`src/rtl/hexfp_pkg.sv`:
```
package hexfp_pkg;
  // Digits held beyond the fraction: one carry digit above, one guard digit below.
  localparam int unsigned CARRY_DIGITS = 1;
  localparam int unsigned GUARD_DIGITS = 1;

  typedef struct packed {
    logic ovf;
    logic unf;
    logic zero;
  } hexfp_flags_t;
endpackage

```
`src/rtl/hexfp_align.sv`:
```
module hexfp_align #(
  parameter int unsigned EXP_W  = 7,
  parameter int unsigned DIGITS = 6
) (
  input  logic [EXP_W+4*DIGITS:0]                          op_a,
  input  logic [EXP_W+4*DIGITS:0]                          op_b,
  input  logic                                             sub,
  output logic [4*(DIGITS+hexfp_pkg::CARRY_DIGITS+hexfp_pkg::GUARD_DIGITS)-1:0] big_ext,
  output logic [4*(DIGITS+hexfp_pkg::CARRY_DIGITS+hexfp_pkg::GUARD_DIGITS)-1:0] small_al,
  output logic [EXP_W-1:0]                                 exp_big,
  output logic                                             sign_res,
  output logic                                             eff_sub
);
  localparam int unsigned FRAC_W = 4 * DIGITS;
  localparam int unsigned W      = 1 + EXP_W + FRAC_W;
  localparam int unsigned EXT_W  = 4 * (DIGITS + hexfp_pkg::CARRY_DIGITS + hexfp_pkg::GUARD_DIGITS);
  localparam int unsigned REACH  = DIGITS + hexfp_pkg::GUARD_DIGITS;

  logic              s_a, s_b, a_big;
  logic [EXP_W-1:0]  e_a, e_b, e_small, gap;
  logic [FRAC_W-1:0] f_a, f_b, f_big, f_small;
  logic [EXT_W-1:0]  small_ext;

  always_comb begin
    s_a = op_a[W-1];
    s_b = op_b[W-1] ^ sub;
    f_a = op_a[FRAC_W-1:0];
    f_b = op_b[FRAC_W-1:0];
    // a zero fraction means zero: its exponent field is ignored
    e_a = (f_a == '0) ? '0 : op_a[W-2:FRAC_W];
    e_b = (f_b == '0) ? '0 : op_b[W-2:FRAC_W];
    a_big   = {e_a, f_a} >= {e_b, f_b};
    exp_big = a_big ? e_a : e_b;
    e_small = a_big ? e_b : e_a;
    f_big   = a_big ? f_a : f_b;
    f_small = a_big ? f_b : f_a;
    sign_res = a_big ? s_a : s_b;
    eff_sub  = s_a ^ s_b;
    gap       = exp_big - e_small;
    big_ext   = {4'b0000, f_big, 4'b0000};
    small_ext = {4'b0000, f_small, 4'b0000};
    if (gap > EXP_W'(REACH)) small_al = '0;
    else                     small_al = small_ext >> {gap, 2'b00};
  end

  always_comb begin
    AST_ALIGN_ORDER: assert (big_ext >= small_al);
  end
endmodule

```
`src/rtl/hexfp_norm.sv`:
```
module hexfp_norm #(
  parameter int unsigned EXP_W  = 7,
  parameter int unsigned DIGITS = 6
) (
  input  logic [4*(DIGITS+hexfp_pkg::CARRY_DIGITS+hexfp_pkg::GUARD_DIGITS)-1:0] sum,
  input  logic [EXP_W-1:0]              exp_big,
  input  logic                          sign_res,
  output logic [EXP_W+4*DIGITS:0]       res,
  output hexfp_pkg::hexfp_flags_t       flags
);
  localparam int unsigned FRAC_W = 4 * DIGITS;
  localparam int unsigned EXT_W  = 4 * (DIGITS + hexfp_pkg::CARRY_DIGITS + hexfp_pkg::GUARD_DIGITS);
  localparam int unsigned LOW_D  = DIGITS + hexfp_pkg::GUARD_DIGITS;

  logic [LOW_D-1:0] digit_nz;
  logic             carry;
  logic [EXP_W-1:0] lz;
  logic             found;
  logic [EXT_W-1:0] shifted;

  for (genvar i = 0; i < LOW_D; i++) begin : g_dig
    assign digit_nz[i] = |sum[4*i+3:4*i];
  end
  assign carry = |sum[EXT_W-1 -: 4];

  always_comb begin
    lz    = '0;
    found = 1'b0;
    for (int i = LOW_D - 1; i >= 0; i--) begin
      if (!found) begin
        if (digit_nz[i]) found = 1'b1;
        else             lz    = lz + EXP_W'(1);
      end
    end
    shifted = sum << {lz, 2'b00};
  end

  always_comb begin
    res   = '0;
    flags = '0;
    if (sum == '0) begin
      flags.zero = 1'b1;
    end else if (carry) begin
      if (exp_big == '1) begin
        flags.ovf = 1'b1;
        res       = {sign_res, {(EXP_W + FRAC_W){1'b1}}};
      end else begin
        res = {sign_res, exp_big + EXP_W'(1), sum[EXT_W-1 -: FRAC_W]};
      end
    end else if (exp_big < lz) begin
      flags.unf  = 1'b1;
      flags.zero = 1'b1;
    end else begin
      res = {sign_res, exp_big - lz, shifted[EXT_W-5 -: FRAC_W]};
    end
  end

  always_comb begin
    AST_LEFT_SHIFT_BOUND: assert (sum == '0 || carry || lz < EXP_W'(LOW_D));
  end
endmodule

```
`src/rtl/hexfp_addsub.sv`:
```
module hexfp_addsub #(
  parameter int unsigned EXP_W  = 7,
  parameter int unsigned DIGITS = 6
) (
  input  logic                    clk,
  input  logic                    rst_n,
  input  logic                    in_valid,
  output logic                    in_ready,
  input  logic [EXP_W+4*DIGITS:0] in_a,
  input  logic [EXP_W+4*DIGITS:0] in_b,
  input  logic                    in_sub,
  output logic                    out_valid,
  input  logic                    out_ready,
  output logic [EXP_W+4*DIGITS:0] out_res,
  output logic                    out_ovf,
  output logic                    out_unf,
  output logic                    out_zero
);
  localparam int unsigned FRAC_W = 4 * DIGITS;
  localparam int unsigned W      = 1 + EXP_W + FRAC_W;
  localparam int unsigned EXT_W  = 4 * (DIGITS + hexfp_pkg::CARRY_DIGITS + hexfp_pkg::GUARD_DIGITS);

  logic [EXT_W-1:0]        big_ext, small_al, sum;
  logic [EXP_W-1:0]        exp_big;
  logic                    sign_res, eff_sub;
  logic [W-1:0]            res_c;
  hexfp_pkg::hexfp_flags_t flags_c;
  logic                    accept;

  hexfp_align #(.EXP_W(EXP_W), .DIGITS(DIGITS)) u_align (
    .op_a(in_a), .op_b(in_b), .sub(in_sub),
    .big_ext(big_ext), .small_al(small_al), .exp_big(exp_big),
    .sign_res(sign_res), .eff_sub(eff_sub)
  );

  // magnitudes are ordered, so the difference never goes negative
  assign sum = eff_sub ? (big_ext - small_al) : (big_ext + small_al);

  hexfp_norm #(.EXP_W(EXP_W), .DIGITS(DIGITS)) u_norm (
    .sum(sum), .exp_big(exp_big), .sign_res(sign_res),
    .res(res_c), .flags(flags_c)
  );

  assign in_ready = !out_valid || out_ready;
  assign accept   = in_valid && in_ready;

  always_ff @(posedge clk) begin
    if (!rst_n) begin
      out_valid <= 1'b0;
      out_res   <= '0;
      out_ovf   <= 1'b0;
      out_unf   <= 1'b0;
      out_zero  <= 1'b0;
    end else begin
      if (in_ready) out_valid <= in_valid;
      if (accept) begin
        out_res  <= res_c;
        out_ovf  <= flags_c.ovf;
        out_unf  <= flags_c.unf;
        out_zero <= flags_c.zero;
      end
    end
  end

  AST_HOLD_UNDER_STALL: assert property (@(posedge clk) disable iff (!rst_n)
    out_valid && !out_ready |=> out_valid && $stable(out_res) && $stable(out_zero));
  AST_ZERO_WORD: assert property (@(posedge clk) disable iff (!rst_n)
    out_valid && out_zero |-> out_res == '0);
  AST_NORMALIZED_OUT: assert property (@(posedge clk) disable iff (!rst_n)
    out_valid && !out_zero |-> out_res[FRAC_W-1 -: 4] != 4'h0);
  AST_SAT_ON_OVERFLOW: assert property (@(posedge clk) disable iff (!rst_n)
    out_valid && out_ovf |-> out_res[W-2:0] == '1);
  AST_FLAG_EXCLUSIVE: assert property (@(posedge clk) disable iff (!rst_n)
    out_valid |-> $onehot0({out_ovf, out_unf}));
  AST_UNDERFLOW_ZERO: assert property (@(posedge clk) disable iff (!rst_n)
    out_valid && out_unf |-> out_zero);
endmodule

```
`config.mk`:
```
export PLATFORM = sky130hd
export DESIGN_NAME = hexfp_addsub
export DESIGN_NICKNAME = d
export VERILOG_FILES = /design/src/rtl/hexfp_pkg.sv /design/src/rtl/hexfp_align.sv /design/src/rtl/hexfp_norm.sv /design/src/rtl/hexfp_addsub.sv
export SDC_FILE = /design/constraint.sdc
export NUM_CORES = 1
export LEC_CHECK = 0
export ABC_AREA = 1
export BUFFER_PORTS_ARGS = -buffer_cell sky130_fd_sc_hd__buf_2
export CORE_AREA = 3 3 155 127
export DETAILED_ROUTE_END_ITERATION = 10
export DIE_AREA = 0 0 158 130
export PLACE_DENSITY = 0.74
export SYNTH_ARGS = -nofsm -noshare
export SYNTH_HDL_FRONTEND = slang
export SYNTH_SLANG_ARGS = --single-unit
export TNS_END_PERCENT = 1
```
`constraint.sdc`:
```
create_clock -name clk -period 11.65 [get_ports clk]
set_input_delay 1.165 -clock clk [delete_from_list [all_inputs] [get_ports clk]]
set_output_delay 1.165 -clock clk [all_outputs]
set_load 0.005 [all_outputs]
```
# Word-level counts from Yosys, hierarchy flattened
# Cells that the tools add are included.
[word_totals]
output_inout_bits = 37
regBits = 36
in_bits = 69
elab_cells = 81
[op_classes]
shifts = 2
n_lt_le_gt_ge = 3
n_mux = 43
n_bitwise = 2
n_addsub = 11
n_eq_ne = 1
n_reduce_logical = 14
[op_table]
columns = ["cell", "count"]
rows = [
  ["$mux W32", 5],
  ["$mux W7", 16],
  ["$logic_not A24 Y1", 2],
  ["$mux W24", 2],
  ["$add A7 B1 Y7 const B", 6],
  ["$add A28 B32 Y32", 1],
  ["$logic_not A32 Y1", 1],
  ["$reduce_or A4 Y1", 8],
  ["$shl A32 B9 Y28", 1],
  ["$shr A28 B9 Y32", 1],
  ["$sub A28 B32 Y32", 1],
  ["$ge A31 B31 Y1", 1],
  ["$mux W31", 1],
  ["$mux W1", 16],
  ["$sub A7 B7 Y7", 2],
  ["$eq A7 B7 Y1 const B", 1],
  ["$gt A7 B3 Y1 const B", 1],
  ["$lt A7 B7 Y1", 1],
  ["$mux W2", 3],
  ["$add A1 B1 Y2 const B", 1],
  ["$xor A1 B1 Y1", 2],
  ["$logic_and A1 B1 Y1", 1],
  ["$logic_not A1 Y1", 1],
  ["$logic_or A1 B1 Y1", 1],
]

# Logic depth before layout (Yosys ltp)
# Gate-level depths: netlist (run 1).
[depth]
ltp_word = 33
ltp_mapped = 104

# By module
# Synthesis (run 1) repeated with hierarchy kept, for this count alone.
[unflattened]
cells_unflattened = 1877
area_unflattened_um2 = 9836.9
[by_module_without_submodules]
columns = ["module", "area_per_inst_um2", "n_inst", "cells_per_inst"]
rows = [
  ["hexfp_addsub", 4568.1, 1, 859],
  ["hexfp_align", 3163.0, 1, 608],
  ["hexfp_norm", 2105.8, 1, 410],
]

# Least setup slack after synthesis (run 1)
# No wires, ideal clock.
[synth_path]
kind = "input port to flip-flop"
start = "in in_a[14]"
end = "reg out_res[18]"
setup_slack_ps = -712
arrival_time_ps = 12230
cell_stages = 91
n_path_buf = 3
t_required_ps = 11518
path_cell_list = "nor2_1 -> nand2_1 -> nor2_2 -> nand3_4 -> nand2_1 -> inv_1 -> ha_1 -> nand2_1 -> nor4_1 -> nand4_1 -> nand2_1 -> nor2_4 -> nand2_4 -> nand2_1 -> o21ai_4 -> nand2_2 -> ha_1 -> inv_1 -> [55 not listed] -> buf_4 -> ha_1 -> nand3_1 -> and2_1 -> nor2_1 -> nor2_1 -> o21ai_0 -> and2_1 -> o21a_1 -> nor2_1 -> nor2_2 -> nand2_2 -> inv_2 -> buf_4 -> nand2_1 -> nand3_1 -> nand2_1 -> a21oi_1"
[synth_between]
elab_chain_len = 33
[synth_rtl]
columns = ["item", "line_no", "rtl"]
rows = [
  ["start, declared", "hexfp_addsub.sv:9", "input logic [EXP_W+4*DIGITS:0] in_a,"],
  ["$logic_not A24 Y1", "hexfp_align.sv:30", "e_a = (f_a == '0) ? '0 : op_a[W-2:FRAC_W];"],
  ["$mux W7", "hexfp_align.sv:30", ""],
  ["$ge A31 B31 Y1", "hexfp_align.sv:32", "a_big = {e_a, f_a} >= {e_b, f_b};"],
  ["$mux W7 (on tied branches)", "hexfp_align.sv:33, hexfp_align.sv:34", ""],
  ["$sub A7 B7 Y7", "hexfp_align.sv:39", "gap = exp_big - e_small;"],
  ["$shr A28 B9 Y32 or $gt A7 B3 Y1 (tied branches)", "hexfp_align.sv:43, hexfp_align.sv:42", ""],
  ["$mux W32", "hexfp_align.sv:42", "if (gap > EXP_W'(REACH)) small_al = '0;"],
  ["$add A28 B32 Y32 or $sub A28 B32 Y32 (tied branches)", "hexfp_addsub.sv:37", "assign sum = eff_sub ? (big_ext - small_al) : (big_ext + small_al);"],
  ["[17 not listed]", "n/a", ""],
  ["$mux W7", "hexfp_norm.sv:30", "if (!found) begin"],
  ["$add A7 B1 Y7", "hexfp_norm.sv:32", "else lz = lz + EXP_W'(1);"],
  ["$mux W7", "hexfp_norm.sv:31", "if (digit_nz[i]) found = 1'b1;"],
  ["$mux W7", "hexfp_norm.sv:30", ""],
  ["$shl A32 B9 Y28 or $lt A7 B7 Y1 (tied branches)", "hexfp_norm.sv:35, hexfp_norm.sv:50", ""],
  ["$mux W32", "hexfp_norm.sv:50", "end else if (exp_big < lz) begin"],
  ["$mux W32", "hexfp_norm.sv:43", "end else if (carry) begin"],
  ["$mux W32 (*)", "hexfp_norm.sv:41", "if (sum == '0) begin"],
  ["end signal, assigned", "hexfp_addsub.sv:57", "out_res <= res_c;"],
  ["end, declared", "hexfp_addsub.sv:14", "output logic [EXP_W+4*DIGITS:0] out_res,"],
]
# Every way passes the cells marked *; elsewhere a longest branch is shown, timed or not.
# A chain may end at the register's enable or synchronous reset.

# Worst setup path in the final report (run 1)
[layout_path]
start = "in in_b[17]"
end = "reg out_res[29]"
[layout_between]
elab_chain_len = 33
[layout_rtl]
columns = ["item", "line_no", "rtl"]
rows = [
  ["start, declared", "hexfp_addsub.sv:10", "input logic [EXP_W+4*DIGITS:0] in_b,"],
  ["$logic_not A24 Y1", "hexfp_align.sv:31", "e_b = (f_b == '0) ? '0 : op_b[W-2:FRAC_W];"],
  ["$mux W7", "hexfp_align.sv:31", ""],
  ["$ge A31 B31 Y1", "hexfp_align.sv:32", ""],
  ["$mux W7 (on tied branches)", "hexfp_align.sv:33, hexfp_align.sv:34", ""],
  ["$sub A7 B7 Y7", "hexfp_align.sv:39", ""],
  ["$shr A28 B9 Y32 or $gt A7 B3 Y1 (tied branches)", "hexfp_align.sv:43, hexfp_align.sv:42", ""],
  ["$mux W32", "hexfp_align.sv:42", ""],
  ["$add A28 B32 Y32 or $sub A28 B32 Y32 (tied branches)", "hexfp_addsub.sv:37", ""],
  ["[17 not listed]", "n/a", ""],
  ["$mux W7", "hexfp_norm.sv:30", ""],
  ["$add A7 B1 Y7", "hexfp_norm.sv:32", ""],
  ["$mux W7", "hexfp_norm.sv:31", ""],
  ["$mux W7", "hexfp_norm.sv:30", ""],
  ["$sub A7 B7 Y7 or $lt A7 B7 Y1 (tied branches)", "hexfp_norm.sv:54, hexfp_norm.sv:50", ""],
  ["$mux W32", "hexfp_norm.sv:50", ""],
  ["$mux W32", "hexfp_norm.sv:43", ""],
  ["$mux W32 (*)", "hexfp_norm.sv:41", ""],
]
# Marks and branches as above.

==> results of run 1 <==
[what timing repair did]
action	CTS	global route
pin swaps	25	116
hold buffers	0	0
gates resized for setup	28	152
gates cloned	0	2
endpoints found under the setup margin	34	34
buffers inserted	17	15
[state kept, by name, indices dropped and copies added, names as in the netlist]
register and flops:
out_ovf 1, out_zero 1, out_unf 1, out_res 32, out_valid 1
[final timing paths]
kind / slack, ps / to / cells after the start
max: -310 / out_res[29] / 90
min: 470 / out_res[3] / 2
max reg2reg: 8890 / out_res[5] / 8
min reg2reg: 470 / out_res[3] / 2
[cells in the final DEF (no fill, tap or decap), drive strengths merged, types with 7 or more instances in the layout]
master | synthesis | routed
nand2 | 555 | 555
dfxtp | 36 | 36
xor2 | 18 | 18
inv | 220 | 220
o211ai | 12 | 12
nand3 | 167 | 168
o21bai | 7 | 7
nor2 | 159 | 159
nor4 | 7 | 7
ha | 93 | 93
buf | 30 | 431
nand3b | 8 | 8
nor3 | 19 | 19
a31oi | 17 | 17
a21oi | 119 | 119
o21ai | 131 | 131
nand4 | 50 | 50
[tightest hold or removal path, stage by stage, from the launching register on]
cell and delay (ps):
dfxtp_1 310, nand2_1 60, a21oi_1 60
[stage by stage]
step	utilization	instance area, um2	TNS (ps)	hold slack (ps)
floorplan	-	9500	0	461
global placement	0.674	12200	-13110	451
detailed placement	0.674	12200	-25550	456
CTS	0.694	12600	-461	465
global route	0.734	13300	-31320	479
finish	0.734	13300	-6010	465
[power by group through the flow]
stage	Combinational [mW]	Sequential, mW	Clock [mW]
2_1_floorplan	0.585	0.153	0
3_3_place_gp	0.956	0.151	0
3_5_place_dp	0.966	0.152	0
4_1_cts	0.986	0.150	0.134
5_1_grt	1.17	0.151	0.139
6_report	1.09	0.150	0.136
[layout make-up]
class / instances / area (um2)
Multi-Input combinational cell: 1405 / 8120
Fill cell: 1533 / 4820
Timing Repair Buffer: 432 / 3150
Inverter: 224 / 870
Sequential cell: 36 / 721
Tap cell: 230 / 288
Clock buffer: 5 / 125
Clock inverter: 3 / 18.8
[kinds of logic after synthesis]
kind of cell,Yosys count
AND/OR/NAND/NOR,976
other,1
AO/OA/AOI/OAI,309
buffers and inverters,286
XOR/XNOR,22
flip-flops,36
adder cells (fa/ha/maj),95
[metal layers]
metal / wire length (um) / vias to the layer above
met5: 0 / -
met4: 1670 / 0
met3: 5040 / 148
met2: 17700 / 947
met1: 17600 / 6161
li1: - / 6440
==> impl_table.tex, run 1 <==
\begin{tabular}{lr}
\hline
Metric & Value \\
\hline
\multicolumn{2}{l}{\textbf{Status}} \\
Run status & finished, violations left \\
Failing checks & negative setup slack \\
\multicolumn{2}{l}{\textbf{Worst setup path}} \\
Max stage delay on crit path & 380 ps \\
Sort of element at the end of the critical path & flop \\
Required arrival time at the worst endpoint & 11870 ps \\
Dominant cell type by count on the critical path & nand2\_2 \\
Worst setup path class & input port to flop \\
Total buffers and inverters traversed by the critical path & 14 \\
Kind of cell adding the most delay to the critical path & simple AND/OR/NAND/NOR gates \\
Critical-path cell with the highest stage delay & fa\_2 \\
Startpoint of the lowest-slack register-to-register path & out\_valid \\
Worst Path Max Fanout & 8 \\
Crit path DAT & 12170 ps \\
Launching element of the worst setup path & in\_b[17] \\
Critical Path Source Type & input port \\
\multicolumn{2}{l}{\textbf{Power and ir drop}} \\
Peak supply drop & 0.0642 mV \\
Total power & 1.37 mW \\
Clock Power Share & 0.099 \\
Combinational power share & 0.792 \\
Sw Share & 0.538 \\
Reported leakage power & 7.06 nW \\
Pwr per Cell Area & 103 nW/um2 \\
P\_int & 0.633 mW \\
Seq pwr share & 0.109 \\
Switching component of the power & 0.739 mW \\
\multicolumn{2}{l}{\textbf{Global route}} \\
GRT Total Usage & 0.360 \\
First-pass GRT wire length & 59.7 mm \\
Largest net degree at the start of global routing & 53 \\
Initial antenna violation count & 0 \\
GR Layer Usage met3 & 0.0603 \\
Overflow after GRT & 0 \\
Via count of the first global-routing pass & 11800 \\
Met2 track utilization from global routing & 0.549 \\
Met1 Usage GRT & 0.534 \\
Grt peak-use layer & met2 \\
\multicolumn{2}{l}{\textbf{Logic synthesis}} \\
Adder and majority cell fraction of the synthesized area & 0.128 \\
Fraction of post-synthesis cell area in the top cell type by area & 0.212 \\
Biggest area consumer among synthesized cells & nand2\_1 \\
Proportion of register bits with asynchronous set or reset after synthesis & 0 \\
Main area contributors after synthesis & nand2\_1 21\%, ha\_1 12\%, inv\_1 8.5\% \\
Dominant combinational cell family by area after synthesis & simple AND/OR/NAND/NOR gates \\
Number of synthesized flops with an enable pin & 0 \\
Synth Area in Simple Gates & 0.467 \\
Multiplexer share of the synthesized area & 0 \\
Synth Area in XOR/XNOR & 0.0214 \\
Cells after Synth & 1725 \\
Share of synthesized area occupied by flip-flops and latches & 0.0769 \\
Synth top cells by count & 529 x nand2\_1, 212 x inv\_1, 154 x nand3\_1, 140 x nor2\_1, 119 x a21oi\_1 \\
Post-synthesis cell type count & 53 \\
Cell with the most instances after synthesis & nand2\_1 \\
Synthesized-area fraction occupied by ao, oa, aoi and oai cells & 0.181 \\
Count of warnings emitted by yosys & 0 \\
Synth Register Bits & 36 \\
Post-synthesis cell area & 9370 um2 \\
Most used DFF post-synth & dfxtp\_1 \\
Avg Inst Size Synth & 5.43 um2 \\
\multicolumn{2}{l}{\textbf{Detailed routing}} \\
Count of antenna-violating nets left after detailed routing & 0 \\
Total routed wirelength & 42.1 mm \\
Drt drc & 0 \\
Violation count after the first detailed-routing iteration & 1627 \\
Number of search-and-repair iterations in the first detailed-routing pass & 6 \\
Via-per-instance ratio & 5.87 \\
Vias post-DR & 13700 \\
Wirelength per Cell & 18.0 um \\
\multicolumn{2}{l}{\textbf{Timing}} \\
Finish-stage setup viols & 34 \\
Transition time at the pin with the least slew margin & 972 ps \\
Worst slew margin relative to its limit & 0.351 \\
Setup repair after global routing missed its margin & true \\
Pins Over Slew Limit & 0 \\
Worst setup margin & -306 ps \\
Final worst clock skew & 2.50 ps \\
Endpoints failing hold & 0 \\
Time the worst path needs with I/O delays and setup & 11960 ps \\
Max Freq & 0.0836 GHz \\
Period utilization & 1.03 \\
\multicolumn{2}{l}{\textbf{Cells and area}} \\
Antenna cells & 0 \\
Number of standard cells in the final layout excluding fillers & 2335 \\
Nets & 2268 \\
Share of layout cells above drive strength 1 & 0.304 \\
Synthesis-to-finish area growth & 41.8\% \\
\multicolumn{2}{l}{\textbf{Hold path}} \\
Kind of path behind the tightest hold check & flop to flop \\
Worst Min Path Start & out\_res[3] \\
\multicolumn{2}{l}{\textbf{Floorplan}} \\
Core Box Area & 18100 um2 \\
Y dimension of the die & 130 um \\
Initial standard-cell utilization of the core & 0.518 \\
Horizontal die dimension & 158 um \\
Area of the die & 20500 um2 \\
I/O pin count & 106 \\
Row cnt & 44 \\
\multicolumn{2}{l}{\textbf{Clock tree}} \\
CTS tree & done \\
Maximum clock insertion buffer count & 2 \\
\# H-tree levels & 2 \\
Cell at the root of the clock tree & clkbuf\_16 \\
Count of clock tree sinks & 36 \\
Total CTS buffers & 5 \\
Clock slew at the register clock pins of the worst setup and hold paths & 60 ps \\
Clock latency at the later pin of the worst-skew pair & 290 ps \\
\multicolumn{2}{l}{\textbf{Place}} \\
Post-placement cell count & 2293 \\
Weighted congestion reported at the end of routability-driven placement & 1.01 \\
I/O Buffers & 105 \\
Placement Setup Slack & -908 ps \\
Placed wire-length estimate & 32.0 mm \\
\multicolumn{2}{l}{\textbf{Job}} \\
MaxCap Viol Count & 0 \\
\hline
\end{tabular}
No activity file was read; power rests on OpenSTA's default activity.
==> run 2, diff against run 1 <==
CORE_AREA = 3 3 221 180   (was 3 3 155 127)
DIE_AREA = 0 0 224 183   (was 0 0 158 130)
PLACE_DENSITY = not set   (was 0.74)
SKIP_CTS_REPAIR_TIMING = 1   (was not set)
==> impl_table.tex, run 2 (synthesis results as in run 1) <==
\begin{tabular}{lr}
\hline
Metric & Value \\
\hline
\multicolumn{2}{l}{\textbf{Power and ir drop}} \\
Reported leakage power & 7.00 nW \\
Peak supply drop & 0.0721 mV \\
Total power & 1.35 mW \\
Pwr per Cell Area & 101 nW/um2 \\
\multicolumn{2}{l}{\textbf{Detailed routing}} \\
Drt drc & 0 \\
Wirelength per Cell & 15.3 um \\
Via-per-instance ratio & 4.89 \\
Vias post-DR & 12700 \\
Violation count after the first detailed-routing iteration & 1014 \\
Number of search-and-repair iterations in the first detailed-routing pass & 5 \\
Count of antenna-violating nets left after detailed routing & 0 \\
Total routed wirelength & 39.8 mm \\
\multicolumn{2}{l}{\textbf{Job}} \\
MaxCap Viol Count & 0 \\
\multicolumn{2}{l}{\textbf{Cells and area}} \\
Post-route cell area & 13500 um2 \\
Most frequent cells in the layout & 496 x nand2\_1, 316 x buf\_4, 199 x inv\_1, 143 x nand3\_1, 130 x nor2\_1 \\
Number of standard cells in the final layout excluding fillers & 2596 \\
Most common cell after layout, fill and taps aside & nand2\_1 \\
Share of layout cells above drive strength 1 & 0.295 \\
Top reg by flops & out\_res \\
Number of flip-flops under the largest register name & 32 \\
Antenna cells & 0 \\
Synthesis-to-finish area growth & 43.5\% \\
Nets & 2265 \\
\multicolumn{2}{l}{\textbf{Clock tree}} \\
Cell at the root of the clock tree & clkbuf\_16 \\
CTS tree & done \\
Maximum clock insertion buffer count & 2 \\
Clock latency at the later pin of the worst-skew pair & 280 ps \\
Total CTS buffers & 5 \\
Count of clock tree sinks & 36 \\
Clock slew at the register clock pins of the worst setup and hold paths & 60 ps \\
\# H-tree levels & 2 \\
\multicolumn{2}{l}{\textbf{Timing}} \\
Finish-stage setup viols & 5 \\
Worst slew margin relative to its limit & 0.424 \\
Time the worst path needs with I/O delays and setup & 11690 ps \\
Period utilization & 1.00 \\
Pins Over Slew Limit & 0 \\
Final worst clock skew & 1.89 ps \\
Total negative slack for setup checks & -98.5 ps \\
Worst setup margin & -39.3 ps \\
Endpoints failing hold & 0 \\
Hold Worst Slack & 460 ps \\
Max Freq & 0.0855 GHz \\
Transition time at the pin with the least slew margin & 863 ps \\
Setup repair after global routing missed its margin & true \\
\multicolumn{2}{l}{\textbf{Worst setup path}} \\
Critical Path Source Type & input port \\
Dominant cell type by count on the critical path & nand2\_1 \\
Worst Path Max Fanout & 8 \\
Required arrival time at the worst endpoint & 11850 ps \\
Crit path DAT & 11890 ps \\
Critical-path cell with the highest stage delay & fa\_2 \\
Sort of element at the end of the critical path & flop \\
Max stage delay on crit path & 370 ps \\
Worst setup path class & input port to flop \\
\multicolumn{2}{l}{\textbf{Floorplan}} \\
Area of the die & 41000 um2 \\
Core Box Area & 37900 um2 \\
I/O pin count & 106 \\
Y dimension of the die & 183 um \\
Horizontal die dimension & 224 um \\
Initial standard-cell utilization of the core & 0.247 \\
Row cnt & 64 \\
\multicolumn{2}{l}{\textbf{Place}} \\
Post-placement cell count & 2561 \\
Standard cell area after detailed placement & 12600 um2 \\
I/O Buffers & 105 \\
Placed wire-length estimate & 33.6 mm \\
Weighted congestion reported at the end of routability-driven placement & 1.06 \\
\multicolumn{2}{l}{\textbf{Global route}} \\
Via count of the first global-routing pass & 11700 \\
Overflow after GRT & 0 \\
Initial antenna violation count & 0 \\
First-pass GRT wire length & 61.8 mm \\
GRT Total Usage & 0.185 \\
Largest net degree at the start of global routing & 53 \\
\multicolumn{2}{l}{\textbf{Status}} \\
Run status & finished, violations left \\
Failing checks & negative setup slack \\
\multicolumn{2}{l}{\textbf{Hold path}} \\
Kind of path behind the tightest hold check & flop to flop \\
\hline
\end{tabular}
run 2: worst paths after layout:
| path | from | slack [ps] | depth (start not counted) | end |
|---|---|---|---|---|
| setup / recovery | in_a[4] | -40 | 93 | out_res[1] |
| setup reg to reg | out_valid | 9080 | 8 | out_res[9] |
| hold reg to reg | out_res[18] | 460 | 2 | out_res[18] |
| hold / removal | out_res[18] | 460 | 2 | out_res[18] |
run 2: layout make-up:
cell class | count | area [um2]
well taps | 495 | 619
inverters | 224 | 863
clock inverters | 1 | 5.00
clock buffers | 6 | 129
multi-input cells | 1404 | 8090
repair buffers | 428 | 3010
fillers | 4161 | 24400
repair inverters | 2 | 12.5
flip-flops and latches | 36 | 721
run 2: critical path: cells and delay by family:
family,cells,cell delay (ps)
simple gates,50,4900
compound gates,19,2610
fa+ha+maj,9,2090
buf+inv,15,1120
run 2: routing by layer:
metal / wire, um / track usage / vias up
li1: - / - / 6413
met1: 19700 / 0.278 / 5804
met2: 17000 / 0.289 / 455
met3: 2780 / 0.0227 / 29
met4: 425 / 0.0223 / 0
met5: 0 / 0 / -
run 2: metrics by stage:
stage | utilization | setup slack, ps
after floorplan | - | 23.5
after global placement | 0.332 | -675
after detailed placement | 0.332 | -940
after CTS | 0.335 | -672
after global routing | 0.355 | -798
final | 0.355 | -39.3
run 2: power breakdown:
part / internal, mW / switching [mW] / total [mW]
sequential: 0.141 / 0.00769 / 0.148
clock: 0.0778 / 0.0515 / 0.129
combinational: 0.411 / 0.665 / 1.08
total: 0.629 / 0.724 / 1.35
